--- src/rtl/wdog_pkg.sv ---
package wdog_pkg;
   localparam int CFG_W  = 8;
   localparam int CODE_W = 2;

   typedef enum logic [CODE_W-1:0] {
      PC_OFF   = 2'b00,
      PC_SHORT = 2'b01,
      PC_MID   = 2'b10,
      PC_LONG  = 2'b11
   } pcode_e;
endpackage

--- src/rtl/wdog_cfg_reg.sv ---
module wdog_cfg_reg
   import wdog_pkg::*;
(
   input  logic             clk,
   input  logic             rst_n,
   input  logic             cfg_wr,
   input  logic [CFG_W-1:0] cfg_wdata,
   output logic [CFG_W-1:0] cfg_q
);
   logic [CODE_W-1:0] code_q;

   always_ff @(posedge clk or negedge rst_n) begin
      if (!rst_n)      code_q <= PC_LONG;
      else if (cfg_wr) code_q <= cfg_wdata[CODE_W-1:0];
   end

   assign cfg_q = {{(CFG_W-CODE_W){1'b0}}, code_q};

   p_wr_store_r2: assert property (@(posedge clk) disable iff (!rst_n)
      cfg_wr |=> cfg_q[CODE_W-1:0] == $past(cfg_wdata[CODE_W-1:0]));
   p_upper_zero_r1: assert property (@(posedge clk) disable iff (!rst_n)
      cfg_wr |=> cfg_q[CFG_W-1:CODE_W] == '0);
endmodule

--- src/rtl/wdog_kick_edge.sv ---
module wdog_kick_edge #(
   parameter int SYNC_STAGES = 2
) (
   input  logic clk,
   input  logic rst_n,
   input  logic kick_in,
   output logic kick_fall
);
   logic [SYNC_STAGES:0] chain;

   for (genvar i = 0; i <= SYNC_STAGES; i++) begin : g_stage
      if (i == 0) begin : g_first
         always_ff @(posedge clk or negedge rst_n) begin
            if (!rst_n) chain[0] <= 1'b0;
            else        chain[0] <= kick_in;
         end
      end else begin : g_next
         always_ff @(posedge clk or negedge rst_n) begin
            if (!rst_n) chain[i] <= 1'b0;
            else        chain[i] <= chain[i-1];
         end
      end
   end

   assign kick_fall = chain[SYNC_STAGES] & ~chain[SYNC_STAGES-1];

   p_fall_single_r6: assert property (@(posedge clk) disable iff (!rst_n)
      kick_fall |=> !kick_fall);
endmodule

--- src/rtl/wdog_counter.sv ---
module wdog_counter
   import wdog_pkg::*;
#(
   parameter int P_SHORT = 250,
   parameter int P_MID   = 500,
   parameter int P_LONG  = 1000,
   localparam int CNT_W  = $clog2(P_LONG + 1)
) (
   input  logic              clk,
   input  logic              rst_n,
   input  logic              host_rst_active,
   input  logic              ms_tick,
   input  logic              kick_fall,
   input  logic              cfg_wr,
   input  logic [CODE_W-1:0] wr_code,
   input  logic [CODE_W-1:0] cur_code,
   output logic              bite_q
);
   logic [CNT_W-1:0] cnt_q;
   logic             armed_q;

   function automatic logic [CNT_W-1:0] reload(input logic [CODE_W-1:0] code);
      case (pcode_e'(code))
         PC_SHORT: reload = CNT_W'(P_SHORT);
         PC_MID:   reload = CNT_W'(P_MID);
         default:  reload = CNT_W'(P_LONG);
      endcase
   endfunction

   always_ff @(posedge clk or negedge rst_n) begin
      if (!rst_n) begin
         cnt_q   <= CNT_W'(P_LONG);
         armed_q <= 1'b1;
         bite_q  <= 1'b0;
      end else begin
         bite_q <= 1'b0;
         if (host_rst_active) begin
            cnt_q   <= reload(cur_code);
            armed_q <= 1'b1;
         end else if (cfg_wr) begin
            cnt_q <= reload(wr_code);
         end else if (cur_code == PC_OFF || !armed_q) begin
            cnt_q <= cnt_q;
         end else if (kick_fall) begin
            cnt_q <= reload(cur_code);
         end else if (ms_tick) begin
            if (cnt_q == CNT_W'(1)) begin
               bite_q  <= 1'b1;
               armed_q <= 1'b0;
               cnt_q   <= reload(cur_code);
            end else begin
               cnt_q <= cnt_q - 1'b1;
            end
         end
      end
   end

   p_pulse_once_r7: assert property (@(posedge clk) disable iff (!rst_n)
      bite_q |=> !bite_q);
   p_hold_quiet_r5: assert property (@(posedge clk) disable iff (!rst_n)
      host_rst_active |=> !bite_q);
   p_off_quiet_r4: assert property (@(posedge clk) disable iff (!rst_n)
      (cur_code == PC_OFF) |=> !bite_q);
   p_wr_quiet_r9: assert property (@(posedge clk) disable iff (!rst_n)
      cfg_wr |=> !bite_q);
   p_idle_quiet_r8: assert property (@(posedge clk) disable iff (!rst_n)
      (!armed_q && !host_rst_active) |=> !bite_q);
   p_cnt_range_r3: assert property (@(posedge clk) disable iff (!rst_n)
      cnt_q != '0 && cnt_q <= CNT_W'(P_LONG));
endmodule

--- src/rtl/wdog_timer.sv ---
module wdog_timer
   import wdog_pkg::*;
#(
   parameter int P_SHORT     = 250,
   parameter int P_MID       = 500,
   parameter int P_LONG      = 1000,
   parameter int SYNC_STAGES = 2
) (
   input  logic             clk,
   input  logic             rst_n,
   input  logic             host_rst_active,
   input  logic             ms_tick,
   input  logic             kick_in,
   input  logic             cfg_wr,
   input  logic [CFG_W-1:0] cfg_wdata,
   output logic [CFG_W-1:0] wd_cfg,
   output logic             bite_req
);
   if (P_SHORT < 1) begin : g_bad_short
      $error("P_SHORT must be at least 1");
   end
   if (!(P_SHORT < P_MID && P_MID < P_LONG)) begin : g_bad_order
      $error("periods must rise strictly from short to long");
   end
   if (SYNC_STAGES < 2) begin : g_bad_sync
      $error("SYNC_STAGES must be at least 2");
   end

   logic kick_fall;

   wdog_cfg_reg i_cfg (
      .clk       (clk),
      .rst_n     (rst_n),
      .cfg_wr    (cfg_wr),
      .cfg_wdata (cfg_wdata),
      .cfg_q     (wd_cfg)
   );

   wdog_kick_edge #(.SYNC_STAGES(SYNC_STAGES)) i_edge (
      .clk       (clk),
      .rst_n     (rst_n),
      .kick_in   (kick_in),
      .kick_fall (kick_fall)
   );

   wdog_counter #(.P_SHORT(P_SHORT), .P_MID(P_MID), .P_LONG(P_LONG)) i_cnt (
      .clk             (clk),
      .rst_n           (rst_n),
      .host_rst_active (host_rst_active),
      .ms_tick         (ms_tick),
      .kick_fall       (kick_fall),
      .cfg_wr          (cfg_wr),
      .wr_code         (cfg_wdata[CODE_W-1:0]),
      .cur_code        (wd_cfg[CODE_W-1:0]),
      .bite_q          (bite_req)
   );
endmodule

--- config.mk ---
export PLATFORM = sky130hd
export DESIGN_NAME = wdog_timer
export DESIGN_NICKNAME = d
export VERILOG_FILES = /design/src/rtl/wdog_pkg.sv /design/src/rtl/wdog_cfg_reg.sv /design/src/rtl/wdog_kick_edge.sv /design/src/rtl/wdog_counter.sv /design/src/rtl/wdog_timer.sv
export SDC_FILE = /design/constraint.sdc
export NUM_CORES = 1
export LEC_CHECK = 0
export ABC_AREA = 1
export BUFFER_PORTS_ARGS = -buffer_cell sky130_fd_sc_hd__buf_4
export CORE_MARGIN = 2
export CORE_UTILIZATION = 55
export CTS_CLUSTER_SIZE = 12
export DETAILED_ROUTE_END_ITERATION = 10
export PLACE_DENSITY = 0.82
export SYNTH_ARGS = -nofsm -noshare
export SYNTH_HDL_FRONTEND = slang
export SYNTH_HIERARCHICAL = 1
export SYNTH_SLANG_ARGS = --single-unit
--- constraint.sdc ---
create_clock -name clk -period 1.8 [get_ports clk]
set_clock_uncertainty 0.05 [all_clocks]
set_input_delay 0.27 -clock clk [delete_from_list [all_inputs] [get_ports clk]]
set_output_delay 0.27 -clock clk [all_outputs]
set_load 0.05 [all_outputs]
Word-level counts from Yosys, hierarchy flattened
Cells that the tools add are included.
Word-level totals
  register bits after elaboration: 17
  output and inout port bits: 9
  word-level logic and storage cells: 47
Operators by class
  add/subtract/negate cells: 1
  equality and inequality tests: 9
  mux-type cells: 20
  bitwise logic cells: 2
  reduce and logical (&&, ||, !) cells: 8
Operator list (count)
  2-to-1 mux 10 bit: 6
  one-hot mux 10 bit (2 select lines): 2
  2-to-1 mux 1 bit: 12
  == test 10 x 1 -> 1 bit (second input constant): 1
  subtractor 10 x 1 -> 10 bit (second input constant): 1
  != test 2 bit (second input constant): 3
  AND reduction 5 bit: 1
  == test 2 x 1 -> 1 bit (second input constant): 2
  == test 2 bit (second input constant): 2
  nonzero test 2 bit: 2
  nonzero test 4 bit: 1
  != test 3 bit (second input constant): 1
  zero test 2 bit: 1
  AND reduction 2 bit: 1
  bitwise AND 1 bit: 1
  zero test 1 bit: 1
  logical OR 1 bit: 1
  NOT 1 bit: 1

Longest topological paths before layout
  depth in word-level cells: 8
  depth in mapped cells: 12

By module
Netlist, hierarchy kept.
Modules (own cells, without submodules)
  wdog_counter: instances 1, cells an instance 139, area an instance 1061.0 um2, sequential area each 309.0 um2
  wdog_cfg_reg: instances 1, cells an instance 16, area an instance 127.6 um2, sequential area each 52.6 um2
  wdog_kick_edge: instances 1, cells an instance 5, area an instance 85.1 um2, sequential area each 75.1 um2

Worst setup path after synthesis
No wires, ideal clock.
  path kind: register to register
  start point: reg i_cfg.code_q[0]
  end point: reg i_cnt.cnt_q[1]
  library setup time: 0.134 ns
  arrival: 1.632 ns
  setup slack: -0.016 ns
  cell stages (with the launch flop): 9
  path through: dfstp_2 > inv_1 > ha_1 > inv_1 > nand2_1 > nor2_2 > nor2_4 > a221oi_1 > a22oi_1
On the way
  cells in the longest elaborated chain, start to end: 8
  elaborated cells between the ends (all ways): 13
  classes of those cells: 3 x eq/ne; 7 x mux; 3 x reduce/logical
Ends and longest elaborated chain
  start: declaration: line wdog_cfg_reg.sv:10  | logic [CODE_W-1:0] code_q;
  start signal: assignment: line wdog_cfg_reg.sv:14  | else if (cfg_wr) code_q <= cfg_wdata[CODE_W-1:0];
  == test 2 bit or == test 2 x 1 -> 1 bit (tied branches): line wdog_counter.sv:23  | case (pcode_e'(code))
  one-hot mux 10 bit (2 select lines): line wdog_counter.sv:23
  2-to-1 mux 10 bit: line wdog_counter.sv:47  | if (cnt_q == CNT_W'(1)) begin
  2-to-1 mux 10 bit: line wdog_counter.sv:46  | end else if (ms_tick) begin
  2-to-1 mux 10 bit: line wdog_counter.sv:44  | end else if (kick_fall) begin
  2-to-1 mux 10 bit: line wdog_counter.sv:42  | end else if (cur_code == PC_OFF || !armed_q) begin
  2-to-1 mux 10 bit: line wdog_counter.sv:40  | end else if (cfg_wr) begin
  2-to-1 mux 10 bit: line wdog_counter.sv:37  | if (host_rst_active) begin
  end signal: assignment: line wdog_counter.sv:38  | cnt_q <= reload(cur_code);
  end signal: assignment: line wdog_counter.sv:41  | cnt_q <= reload(wr_code);
  end signal: assignment: line wdog_counter.sv:43  | cnt_q <= cnt_q;
  end: declaration: line wdog_counter.sv:19  | logic [CNT_W-1:0] cnt_q;
Several ways; a longest one is shown, not always the timed one. The select of a mux whose other input is x is not followed.
A chain may end at the register's enable or synchronous reset.

Worst setup path after layout
  start point: reg i_cfg.code_q[1]
  end point: reg i_cnt.cnt_q[1]
Same word-level chain as after synthesis.

==> flow_summary_export.csv <==
group,metric,value,unit
clock_tree,cts_buffer_depth,2,
sta,setup_ws,0.09501,ns
floorplanning,die_y,52.13,µm
global_routing,grt_max_degree,18,
clock_tree,cts_tree,"built",
clock_tree,htreeDepth,1,
route,wl_per_cell,12.69,µm
clock_tree,cts_made_buffers,3,
yosys,synth_top_cell_area_share,18.57,%
place,dp_hpwl,2024,µm
route,ant_nets,0,
clock_tree,clk_pin_slew,0.11,ns
setup_path,arrival,1.82,ns
clock_tree,clk-insertion-delay-late,0.30,ns
route,drt-initial-drc-count,29,
setup_path,r2r-end,"i_cnt/cnt_q[1]",
global_routing,grt-ovfl-total,0,
worst_hold_path,hold-path-cell-count,1,
job,cap_violations,0,
cells_and_area,diodes,0,
cells_and_area,layout-drive-gt1-share,27.01,%
cells_and_area,area_growth,10.81,%
worst_hold_path,holdPathEnd,"i_edge/chain[0]",
yosys,synth_area,0.001274,mm²
floorplanning,io_pins,23,
floorplanning,start_util,58.14,%
place,place.port_buffers,10,
yosys,synth_top_cell_by_area,"dfstp_2",
route,drcViolationCount,0,
cells_and_area,fin_cells,202,
route,routed_wl,2564,µm
yosys,synth_xor_area_share,3.438,%
setup_path,rrSetupSlack,0.1,ns
setup_path,worst-path-buf-inv,2,
cells_and_area,layout_commonest_cell,"nand2_1",
route,avgViaCountPerCell,5.168,
global_routing,grt-busiest-layer,"met2",
floorplanning,die_width,52.13,µm
yosys,synth_compound_area_share,11.89,%
setup_path,path_delay_family,"flip-flops",
sta,finalSetupViolCount,0,
status,outcome,"completed",
yosys,synth_seq_cells,17,
route,vias,1044,
global_routing,grtUsageMet2,39.03,%
clock_tree,clkSinkCount,17,
worst_hold_path,hp-class,"input port to flip-flop",
sta,slew_violations,0,
yosys,yosysSeqAreaShare,34.28,%
sta,finalCritPeriodShare,94.72,%
sta,finalCriticalPeriod,1.705,ns
sta,timing.fmax,586.5,MHz
yosys,yosys_warnings,6,
yosys,synthCells,160,
place,pre_cts_ws,0.08762,ns
setup_path,rr_worst_depth,8,
yosys,yosys.area_share.adder,10.81,%
yosys,ys_top_cells_by_area,"dfstp_2 19%, dfrtp_1 16%, ha_1 11%",
setup_path,worstPathCellList,"inv_1 -> ha_1 -> inv_1 -> nand2_1 -> nor2_4 -> nor2_4 -> a221oi_1 -> a22oi_1",
floorplanning,row_count,17,
yosys,yosys.cell_types.count,32,
global_routing,antenna_found_initial,0,
floorplanning,dieArea,0.002717,mm²
floorplanning,core,0.002191,mm²
global_routing,grt_use_met3,3.448,%
global_routing,track_usage,21.82,%
clock_tree,ctsRootBufferMaster,"clkbuf_4",
setup_path,path_class,"flip-flop to flip-flop",
setup_path,worstPathRequired,1.91,ns
power,max-vdd-ir-drop,492.0,µV
setup_path,cp-end-kind,"flip-flop",
yosys,syn_avg_cell_area,7.961,µm²
setup_path,critPathMaxStageDelay,0.58,ns
setup_path,cp_slowest_cell,"dfstp_2",
global_routing,use_met1,26.76,%
power,leakage,0.0006900,µW
cells_and_area,nFillCells,197,
setup_path,crit_fanout,10,
sta,finalSetupTns,0,ns
yosys,synthMuxAreaShare,0,%
global_routing,grt_pass1_vias,1094,
yosys,synth_top_family_by_area,"simple AND/OR/NAND/NOR gates",
sta,hold_viol,0,
place,dp_cells,197,
yosys,synth-simple-area-share,28.98,%
power,powerDensity,691.0,mW/mm²
place,gp_congestion,0.9138,
cells_and_area,mostFrequentLayoutCells,"34 x nand2_1, 18 x inv_1, 17 x nor2_1",
global_routing,grt_pass1_wl,4429,µm
route,drt_pre_antenna_iters,4,
worst_hold_path,worstHoldStart,"kick_in",
setup_path,rr_startpoint,"i_cfg/code_q[1]",
cells_and_area,num-nets-final,200,
setup_path,critPathLaunchType,"flip-flop",
[registers in the layout, indices dropped and copies added (netlist names)]
register       flops
i_cnt/bite_q       1
i_cnt/cnt_q       10
i_cnt/armed_q      1
i_cfg/code_q       2
i_edge/chain       3
[repair_timing]
action	CTS	global route
endpoints found under the hold margin	14	0
setup buffers	0	0
setup endpoints to repair	0	4
gates resized for setup	0	3
hold buffers	1	0
[worst reg2reg max path, stage by stage (launching register included)]
cell      delay (ns)
dfstp_2         0.58
inv_1           0.08
ha_1            0.18
inv_1           0.05
nand2_1         0.07
nor2_4          0.15
nor2_4          0.09
a221oi_1        0.22
a22oi_1         0.11
[stage by stage]
step	total power, µW	hold WS (ns)	cell area [µm²]	utilization [%]
2_1_floorplan	694.7	-0.07559	1297	-
3_3_place_gp	751.8	0.08969	1363	62.19
3_5_place_dp	764.5	0.09809	1363	62.19
4_1_cts	979.9	0.02247	1400	63.91
5_1_grt	1038	0.01561	1411	64.42
6_report	975.3	0.02944	1411	64.42
[synth_stat cells]
library cell  count
a21oi_1           4
a21oi_2           1
a21oi_4           1
a221oi_1          2
a22oi_1           1
a41oi_1           2
buf_4             6
conb_1            1
dfrtp_1           8
dfstp_2           9
ha_1             11
inv_1            19
inv_2             4
nand2_1          34
nand2_2           1
nand2_4           2
nand3_1           5
nand3_2           1
nand4_1           2
nor2_1           17
nor2_2            7
nor2_4            3
nor3_1            1
nor4_1            1
nor4_2            1
o211ai_1          2
o21a_1            1
o21ai_0           5
o21ai_1           2
o22ai_1           1
xnor2_1           2
xor2_1            3
[cell type report]
class / count / area (µm²) / area share (%)
clock buffers: 3 / 22.52 / 1.596
clock inverters: 1 / 5.005 / 0.3546
well taps: 28 / 35.03 / 2.482
inverters: 23 / 86.33 / 6.117
multi-input cells: 119 / 740.7 / 52.48
flip-flops and latches: 17 / 436.7 / 30.94
repair buffers: 11 / 85.08 / 6.028
[how the worst max path moves through the flow]
| stage | start | endpoint | slack, ns | depth (start not counted) |
|---|---|---|---|---|
| finish | i_cfg/code_q[1] | i_cnt/cnt_q[1] | 0.1 | 8 |
| CTS | i_cfg/code_q[0] | i_cnt/cnt_q[0] | 0.04 | 9 |
| floorplan | i_cfg/code_q[0] | i_cnt/cnt_q[1] | 0.006 | 8 |
| global placement | i_cfg/code_q[0] | i_cnt/cnt_q[1] | 0.12 | 8 |
| global route | i_cfg/code_q[0] | i_cnt/cnt_q[0] | -0.003 | 9 |
| detailed placement | i_cfg/code_q[0] | i_cnt/cnt_q[0] | 0.09 | 9 |
[routing by layer]
metal,vias up,wire length (µm)
met5,-,0
met2,24,1291
met3,2,99
li1,531,-
met4,0,24
met1,487,1148
[report_power, final]
part	total, µW	switching [µW]	internal (µW)
clock	210	128	82.6
sequential	463	36.5	426
combinational	302	200	102
[cells by family after synthesis]
| group | count (synthesis) |
|---|---|
| simple gates | 75 |
| compound gates | 22 |
| fa+ha+maj | 11 |
| other cells | 1 |
| buf+inv | 29 |
| xor+xnor | 5 |
| flops | 17 |
Note: power is estimated with default switching activity, not from simulation.
